==> config.mk <==
export PLATFORM = sky130hd
export DESIGN_NAME = irq_csr_bank
export DESIGN_NICKNAME = d
export VERILOG_FILES = /design/src/rtl/irq_csr_pkg.sv /design/src/rtl/irq_csr_ctrl.sv /design/src/rtl/irq_csr_dp.sv /design/src/rtl/irq_csr_bank.sv
export SDC_FILE = /design/constraint.sdc
export NUM_CORES = 2
export LEC_CHECK = 0
export CAP_MARGIN = 20
export CELL_PAD_IN_SITES_DETAIL_PLACEMENT = 0
export CELL_PAD_IN_SITES_GLOBAL_PLACEMENT = 1
export CORE_ASPECT_RATIO = 0.6
export CORE_UTILIZATION = 47
export DETAILED_ROUTE_END_ITERATION = 7
export GPL_TIMING_DRIVEN = 0
export PLACE_DENSITY_LB_ADDON = 0.08
export REMOVE_ABC_BUFFERS = 1
export SKIP_CTS_REPAIR_TIMING = 1
export SLEW_MARGIN = 20
export SYNTH_ARGS = -nofsm -noshare
export SYNTH_HDL_FRONTEND = slang
export SYNTH_SLANG_ARGS = --single-unit
==> constraint.sdc <==
create_clock -name clk -period 2.5 [get_ports clk]
set_clock_uncertainty 0.05 [all_clocks]
set_input_delay 0.5 -clock clk [delete_from_list [all_inputs] [get_ports clk]]
set_output_delay 0.5 -clock clk [all_outputs]
set_load 0.02 [all_outputs]
==> src/rtl/irq_csr_pkg.sv <==
package irq_csr_pkg;
  localparam int MAX_IRQ  = 32;
  localparam int DATA_W   = 32;
  localparam int ADDR_W   = 6;
  localparam int IDX_W    = $clog2(MAX_IRQ);
  localparam int OFS_EN   = 32;
  localparam int OFS_SET  = 33;
  localparam int OFS_CLR  = 34;
  localparam int OFS_PEND = 35;

  typedef enum logic [1:0] {
    RD_CFG  = 2'd0,
    RD_EN   = 2'd1,
    RD_PEND = 2'd2,
    RD_ZERO = 2'd3
  } rdSel_e;

  typedef struct packed {
    logic             cfgWr;
    logic [IDX_W-1:0] cfgIdx;
    logic             enWr;
    logic             enSet;
    logic             enClr;
    logic             rdStb;
    rdSel_e           rdSel;
  } csrStrobe_t;
endpackage

==> src/rtl/irq_csr_ctrl.sv <==
module irq_csr_ctrl
  import irq_csr_pkg::*;
(
  input  logic [ADDR_W-1:0] busAddr,
  input  logic              busWrEn,
  input  logic              busRdEn,
  output csrStrobe_t        stb
);
  logic isCfg;
  logic isEn;
  logic isSet;
  logic isClr;
  logic isPend;

  always_comb begin
    isCfg  = (busAddr < ADDR_W'(OFS_EN));
    isEn   = (busAddr == ADDR_W'(OFS_EN));
    isSet  = (busAddr == ADDR_W'(OFS_SET));
    isClr  = (busAddr == ADDR_W'(OFS_CLR));
    isPend = (busAddr == ADDR_W'(OFS_PEND));

    stb        = '0;
    stb.cfgIdx = busAddr[IDX_W-1:0];
    stb.cfgWr  = busWrEn && isCfg;
    stb.enWr   = busWrEn && isEn;
    stb.enSet  = busWrEn && isSet;
    stb.enClr  = busWrEn && isClr;
    stb.rdStb  = busRdEn;
    if (isCfg)       stb.rdSel = RD_CFG;
    else if (isEn)   stb.rdSel = RD_EN;
    else if (isPend) stb.rdSel = RD_PEND;
    else             stb.rdSel = RD_ZERO;
  end
endmodule

==> src/rtl/irq_csr_dp.sv <==
module irq_csr_dp
  import irq_csr_pkg::*;
#(
  parameter int NUM_IRQ     = 32,
  parameter int CFG_W       = 32,
  parameter int SYNC_STAGES = 2
) (
  input  logic               clk,
  input  logic               rstN,
  input  csrStrobe_t         stb,
  input  logic [DATA_W-1:0]  wrData,
  input  logic [MAX_IRQ-1:0] irqReq,
  input  logic [MAX_IRQ-1:0] swIrq,
  output logic [DATA_W-1:0]  rdData,
  output logic [MAX_IRQ-1:0] pending
);
  localparam logic [MAX_IRQ:0]   ONE_EXT    = 1;
  localparam logic [MAX_IRQ-1:0] VALID_MASK = MAX_IRQ'((ONE_EXT << NUM_IRQ) - 1);

  logic [CFG_W-1:0]   cfgReg [MAX_IRQ];
  logic [MAX_IRQ-1:0] enReg;
  logic [MAX_IRQ-1:0] syncQ [SYNC_STAGES];
  logic [MAX_IRQ-1:0] reqSync;

  // Per-input configuration words; absent inputs are tied to zero.
  for (genvar g = 0; g < MAX_IRQ; g++) begin : gCfg
    if (g < NUM_IRQ) begin : gLive
      logic [CFG_W-1:0] cfgQ;
      always_ff @(posedge clk) begin
        if (!rstN)
          cfgQ <= '0;
        else if (stb.cfgWr && (stb.cfgIdx == IDX_W'(g)))
          cfgQ <= wrData[CFG_W-1:0];
      end
      assign cfgReg[g] = cfgQ;
    end else begin : gDead
      assign cfgReg[g] = '0;
    end
  end

  // Enable word with direct, set-alias and clear-alias writes.
  always_ff @(posedge clk) begin
    if (!rstN)
      enReg <= '0;
    else if (stb.enWr)
      enReg <= wrData[MAX_IRQ-1:0] & VALID_MASK;
    else if (stb.enSet)
      enReg <= (enReg | wrData[MAX_IRQ-1:0]) & VALID_MASK;
    else if (stb.enClr)
      enReg <= enReg & ~wrData[MAX_IRQ-1:0];
  end

  // Request synchronizer chain.
  always_ff @(posedge clk) begin
    if (!rstN) begin
      for (int s = 0; s < SYNC_STAGES; s++) syncQ[s] <= '0;
    end else begin
      syncQ[0] <= irqReq & VALID_MASK;
      for (int s = 1; s < SYNC_STAGES; s++) syncQ[s] <= syncQ[s-1];
    end
  end
  assign reqSync = syncQ[SYNC_STAGES-1];

  assign pending = enReg & (reqSync | swIrq) & VALID_MASK;

  // Registered read port.
  always_ff @(posedge clk) begin
    if (!rstN)
      rdData <= '0;
    else if (stb.rdStb) begin
      unique case (stb.rdSel)
        RD_CFG:  rdData <= DATA_W'(cfgReg[stb.cfgIdx]);
        RD_EN:   rdData <= DATA_W'(enReg);
        RD_PEND: rdData <= DATA_W'(pending);
        default: rdData <= '0;
      endcase
    end
  end
endmodule

==> src/rtl/irq_csr_bank.sv <==
module irq_csr_bank
  import irq_csr_pkg::*;
#(
  parameter int NUM_IRQ     = 32,
  parameter int CFG_W       = 32,
  parameter int SYNC_STAGES = 2
) (
  input  logic        clk,
  input  logic        rstN,
  input  logic [5:0]  busAddr,
  input  logic        busWrEn,
  input  logic        busRdEn,
  input  logic [31:0] busWrData,
  output logic [31:0] busRdData,
  input  logic [31:0] irqReq,
  input  logic [31:0] swIrq,
  output logic [31:0] pendingOut
);
  csrStrobe_t stb;

  irq_csr_ctrl u_ctrl (
    .busAddr (busAddr),
    .busWrEn (busWrEn),
    .busRdEn (busRdEn),
    .stb     (stb)
  );

  irq_csr_dp #(
    .NUM_IRQ     (NUM_IRQ),
    .CFG_W       (CFG_W),
    .SYNC_STAGES (SYNC_STAGES)
  ) u_dp (
    .clk     (clk),
    .rstN    (rstN),
    .stb     (stb),
    .wrData  (busWrData),
    .irqReq  (irqReq),
    .swIrq   (swIrq),
    .rdData  (busRdData),
    .pending (pendingOut)
  );
endmodule

### Yosys cells after proc, flatten, opt, wreduce, memory -nomap -nowiden

Memories as Yosys holds them, arrays and structs flattened.
Cells that the tools add are included.

* register bits after elaboration: 1088
* RAM bits: 64
* bits of input ports: 106
* output and inout port bits: 64
* logic and storage cells: 135
* memories kept: 1

Memory list
* u_dp.syncQ: words 2, width 32, read ports 2, clocked after memory_dff 0, write ports 2, RTL line irq_csr_dp.sv:22 `logic [MAX_IRQ-1:0] syncQ [SYNC_STAGES];`

* magnitude comparators: 2
* eq/ne operators: 37
* mux-type cells: 14
* bitwise gates (word level): 8
* reduce and logical (&&, ||, !) cells: 39

Operators with widths (number)
* 2-to-1 mux 32 bit: 7
* binary-select mux 32 bit (select 5 bit): 1
* case mux 32 bit (3 select lines): 1
* == test 5 bit, second input constant: 16
* AND 32 bit: 2
* bitwise OR 32 bit: 2
* == test 5 x 4 -> 1 bit, second input constant: 8
* logical AND 1 bit: 36
* inverter 32 bit: 1
* == test 6 bit, second input constant: 4
* == test 5 x 3 -> 1 bit, second input constant: 4
* == test 5 x 2 -> 1 bit, second input constant: 2
* >= comparator 6 bit, second input constant: 1
* < comparator 6 bit, second input constant: 1
* inverter 5 -> 6 bit: 1
* == test 5 x 1 -> 1 bit, second input constant: 1
* zero test 5 bit: 1
* 2-to-1 mux 2 bit: 2
* 2-to-1 mux 1 bit: 3
* nonzero test 3 bit: 1
* == test 2 x 1 -> 1 bit, second input constant: 1
* == test 2 bit, second input constant: 1
* zero test 2 bit: 1
* bitwise OR 1 bit: 2

### Depth between registers and ports, before layout

* word-level depth: 6
* depth in mapped cells: 9
* depth with buffers taken out: 5

### Modules after synthesis

A second synthesis with hierarchy kept.

* cells, all modules: 5794
* area total of the unflattened synthesis: 51434.3 um2

By module, submodules not included
* irq_csr_dp: instances 1, cells an instance 5778, area each 51316.7 um2, sequential area each 23062.1 um2
* irq_csr_ctrl: instances 1, cells an instance 16, area each 117.6 um2, sequential area each 0.0 um2

### Least setup slack after synthesis

No wires, ideal clock.

* path type: input -> register
* start point: in busAddr[1]
* end point: reg u_dp.rdData[16]
* setup time: 0.122 ns
* data arrival time: 2.090 ns
* data required time: 2.328 ns
* slack: 0.238 ns
* cell stages on the path: 7
* buffers on the path: 3
* cells stage by stage: buf_2 -> buf_2 -> buf_1 -> mux4_2 -> a22oi_1 -> nand4_1 -> a221o_1

* cells in the longest elaborated chain, start to end: 6
* elaborated cells between the ends (all ways): 14
* classes of those cells: 1 x order compare; 4 x eq/ne; 7 x mux; 1 x bitwise; 1 x reduce/logical

RTL lines
* start: declaration: RTL line irq_csr_bank.sv:10 `input logic [5:0] busAddr,`
* branches (longest 5 deep; another with < comparator 6 bit)
* case mux 32 bit (3 select lines) (*): RTL line irq_csr_dp.sv:71 `unique case (stb.rdSel)`
* end signal: assignment: RTL line irq_csr_dp.sv:72 `RD_CFG: rdData <= DATA_W'(cfgReg[stb.cfgIdx]);`
* end signal: assignment: RTL line irq_csr_dp.sv:73 `RD_EN: rdData <= DATA_W'(enReg);`
* end signal: assignment: RTL line irq_csr_dp.sv:74 `RD_PEND: rdData <= DATA_W'(pending);`
* end: declaration: RTL line irq_csr_dp.sv:14 `output logic [DATA_W-1:0] rdData,`

Mark *: on every way between the ends. The select of a mux whose other input is x is not followed.
A chain may end at the register's enable or synchronous reset.

### Worst setup path after layout

* start point: in busAddr[0]
* end point: reg u_dp.rdData[5]

The elaborated chain is that of the path after synthesis.

==> impl_metrics.csv <==
group,metric,value,unit
yosys,synth-async-reset-ratio,0,
setup_path,critPathSlowestCell,"sky130_fd_sc_hd__nand4_1",
timing,max_freq,0.3779,GHz
power_and_ir_drop,power_frac_clock,0.461,
finish,layout-area-overhead-vs-synth,19.75,%
timing,grt_setup_unrepaired,"yes",
setup_path,cpMostUsedCell,"sky130_fd_sc_hd__buf_16",
cts,root_buffer,"sky130_fd_sc_hd__clkbuf_16",
min_path,hold_path_depth,3,
routing,vias,43264,
setup_path,critical_path_class,"in -> reg",
floorplanning,effective_utilization_at_floorplan,0.4741,
finish,layout.cell_area.non_filler,60910,sq um
routing,viasPerCell,5.893,
routing,detail_route.wl_per_cell,25.75,um
setup_path,endpoint_kind,"flip-flop",
timing,final_min_period_over_clock_period,1.058,
cts,clock_sink_count,1152,
setup_path,critical_path_peak_fanout,32,
yosys,ys_types,43,
setup_path,regToRegEndpoint,"u_dp.rdData[8]$_SDFFE_PN0P_",
floorplanning,num_io_pins,170,
cts,max-clock-path-buffers,3,
setup_path,largest_stage_delay_on_the_critical_path,0.60,ns
power_and_ir_drop,p_per_area,654.9,nW/um^2
timing,finalWorstSetupSlack,-0.1460,ns
global_route,grt_first_pass_wirelength,265.0,mm
setup_path,reg2regPathDepth,4,
routing,drt_pre_antenna_iters,6,
timing,drv_slew,0,
yosys,syn-instance-count,5890,
setup_path,ff2ff_setup_slack,0.14,ns
global_route,grt_pass1_vias,39310,
timing,final-hold-violation-count,0,
cts,cts_buffers,109,
floorplanning,floorplan_die_height,256.8,um
timing,finalWorstPathRequiredPeriod,2.646,ns
yosys,synth.yosys.seq_area_share,0.4534,
min_path,min_path_type,"in -> reg",
power_and_ir_drop,static-leakage-power,0.02096,uW
finish,finalNonFillerCells,7342,
finish,nNetsFinal,5929,
power_and_ir_drop,vdd.ir_drop.worst,0.5358,mV
status,run_status,"finished with violations",
power_and_ir_drop,p_comb_frac,0.074,
timing,worst-slew-pin-transition,1.047,ns
cts,clkLatencyLatePin,0.75,ns
cts,clkTransAtPathRegs,0.07,ns
setup_path,cpLargestDelayFamily,"buffers and inverters",
finish,final_cell_mix,"sky130_fd_sc_hd__nand2_1 (2,057), sky130_fd_sc_hd__dfxtp_1 (1,142), sky130_fd_sc_hd__a21boi_0 (702)",
global_route,largest_net_degree_at_the_start_of_global_routing,150,
routing,postRouteWirelength,189.1,mm
placement,place.detailed.instances,7050,
status,violations,"negative setup slack",
power_and_ir_drop,p_sw_frac,0.2419,
power_and_ir_drop,internal_power,30240,uW
power_and_ir_drop,switchingPower,9648,uW
finish,final_common_cell,"sky130_fd_sc_hd__nand2_1",
global_route,grt_ovf,0,
routing,drt_drc_violations_left,0,
yosys,synthesized_area,50870,sq um
job,timing.max_cap.violations,0,
placement,dp_hpwl,115.8,mm
timing,final-setup-viol-count,74,
yosys,synth.yosys.warnings,0,
setup_path,critical_path.n_buffers_inverters,6,
floorplanning,fp.dieArea,109600,sq um
setup_path,crit_chain,"buf_16 > buf_16 > buf_16 > buf_16 > buf_12 > clkbuf_16 > mux2i_1 > a22oi_1 > nand3_1 > nand4_1 > a221o_1",
setup_path,worst_ep_required_time,3.08,ns
min_path,min-delay-start,"busWrData[20]",
setup_path,critPathLaunchType,"primary input",
setup_path,reg2reg_from,"u_dp.gCfg[11].gLive.cfgQ[8]$_SDFFE_PN0P_",
finish,drive_above_1_share,0.1216,
yosys,ys_seq_elements,1152,
cts,cts_htree_levels,3,
floorplanning,core_area,107300,sq um
yosys,synth.avg_cell_area,8.636,sq um
setup_path,worst-endpoint-arrival,3.23,ns
placement,detailed_place.area,55650,sq um
global_route,antenna_found_initial,4,
floorplanning,dieWidth,426.7,um
yosys,synth_edf_count,0,
cts,tritoncts,"built",
routing,drtAntennaViolNets,0,
min_path,whs_endpoint,"u_dp.gCfg[16].gLive.cfgQ[20]$_SDFFE_PN0P_",
floorplanning,rows,93,
placement,place.port_buffers,169,
global_route,grtUsageTotal,0.3224,
timing,max-slew-margin-rel,0.2994,
power_and_ir_drop,seq_power_share,0.465,
placement,globalplace.congestion,0.8310,
yosys,flip_flop_cell_with_the_highest_count_after_synthesis,"sky130_fd_sc_hd__dfxtp_1",
routing,drt_iter0_markers,4938,
## power groups by stage
stage	registers [uW]	clock network, uW	logic [uW]
5_1_grt	18500	19300	3050
3_5_place_dp	18900	0	2670
3_3_place_gp	18900	0	3990
4_1_cts	18500	18600	2670
2_1_floorplan	18900	0	840
6_report	18500	18400	2970
## worst register-to-register path: cells and delay by family (launching register included)
| kind | cells | cell delay (ns) |
|---|---|---|
| AO/OA/AOI/OAI | 2 | 0.77 |
| multiplexers | 1 | 0.47 |
| AND/OR/NAND/NOR | 1 | 0.63 |
| flip-flops | 1 | 0.31 |
## metal layers
layer | GRT usage | up-vias | wire [um]
met3 | 0.04816 | 276 | 15470
met2 | 0.4571 | 1790 | 78370
li1 | - | 19741 | -
met4 | 0.1151 | 0 | 6436
met5 | 0 | - | 0
met1 | 0.4907 | 21457 | 88810
## area by class of cell
type	instances	area, sq um
antenna	2	5.005
multi-input combinational	4150	26000
timing repair buffer	410	6147
tap	1425	1783
clock inverter	53	733.2
sequential	1152	23080
fill	9392	46370
clock buffer	150	3167
## kinds of logic (layout without fill, tap and decap cells)
| family | count (synthesis) | count (layout) | share of synthesized area |
|---|---|---|---|
| AOI/OAI and AO/OA | 1376 | 1376 | 0.2029 |
| buffers and inverters | 590 | 613 | 0.04846 |
| DFF | 1152 | 1152 | 0.4534 |
| muxes | 380 | 380 | 0.1072 |
| other | 0 | 2 | 0 |
| and+or+nand+nor | 2392 | 2394 | 0.1880 |
## worst max path at each step
stage	startpoint	cells after the start	to	slack, ns
after CTS	busAddr[0]	9	u_dp.rdData[8]$_SDFFE_PN0P_	-1.70
final	busAddr[0]	11	u_dp.rdData[5]$_SDFFE_PN0P_	-0.15
after global placement	busAddr[0]	4	u_dp.gCfg[12].gLive.cfgQ[27]$_SDFFE_PN0P_	-44.78
after floorplan	busAddr[2]	5	u_dp.rdData[0]$_SDFFE_PN0P_	-1.07
after global routing	busWrEn	9	u_dp.gCfg[12].gLive.cfgQ[24]$_SDFFE_PN0P_	-0.12
after detailed placement	busAddr[0]	9	u_dp.rdData[8]$_SDFFE_PN0P_	-2.49
## flip-flops by register name, indices dropped and copies added, names as in the netlist, named ones only
signal	count
u_dp.gCfg.gLive.cfgQ	1024
u_dp.rdData	32
u_dp.syncQ	64
## metrics by stage
| stage | utilization | power, uW | TNS (ns) | setup slack, ns | hold slack, ns |
|---|---|---|---|---|---|
| floorplan | - | 19780 | -94.27 | -1.067 | 0.3618 |
| global placement | 0.4835 | 22930 | - | -44.78 | 0.3644 |
| detailed placement | 0.5187 | 21610 | -1613.28 | -2.486 | 0.3681 |
| CTS | 0.5550 | 39760 | -758.73 | -1.702 | -0.02777 |
| global route | 0.5677 | 40860 | -2.150 | -0.1194 | 0.02345 |
| finish | 0.5677 | 39890 | -2.414 | -0.1460 | 0.007980 |
## cells in the mapped netlist (3+ instances only)
library cell / count / share of area
sky130_fd_sc_hd__a21boi_0: 702 / 0.10
sky130_fd_sc_hd__a21boi_1: 322 / 0.048
sky130_fd_sc_hd__a221o_1: 31 / 0.0061
sky130_fd_sc_hd__a22oi_1: 252 / 0.037
sky130_fd_sc_hd__and2_1: 65 / 0.0080
sky130_fd_sc_hd__buf_1: 32 / 0.0024
sky130_fd_sc_hd__buf_2: 127 / 0.012
sky130_fd_sc_hd__buf_4: 4 / 0.00059
sky130_fd_sc_hd__buf_6: 10 / 0.0022
sky130_fd_sc_hd__clkbuf_1: 416 / 0.031
sky130_fd_sc_hd__dfxtp_1: 1152 / 0.45
sky130_fd_sc_hd__mux2i_1: 248 / 0.049
sky130_fd_sc_hd__mux4_2: 132 / 0.058
sky130_fd_sc_hd__nand2_1: 2079 / 0.15
sky130_fd_sc_hd__nand2b_1: 5 / 0.00061
sky130_fd_sc_hd__nand3_1: 77 / 0.0076
sky130_fd_sc_hd__nand4_1: 32 / 0.0039
sky130_fd_sc_hd__nor2_1: 66 / 0.0049
sky130_fd_sc_hd__nor2b_1: 42 / 0.0052
sky130_fd_sc_hd__nor3_1: 3 / 0.00030
sky130_fd_sc_hd__nor3_2: 10 / 0.0020
sky130_fd_sc_hd__o21a_1: 31 / 0.0046
sky130_fd_sc_hd__o21ai_0: 32 / 0.0031
Power figures use the tool's default switching activity.
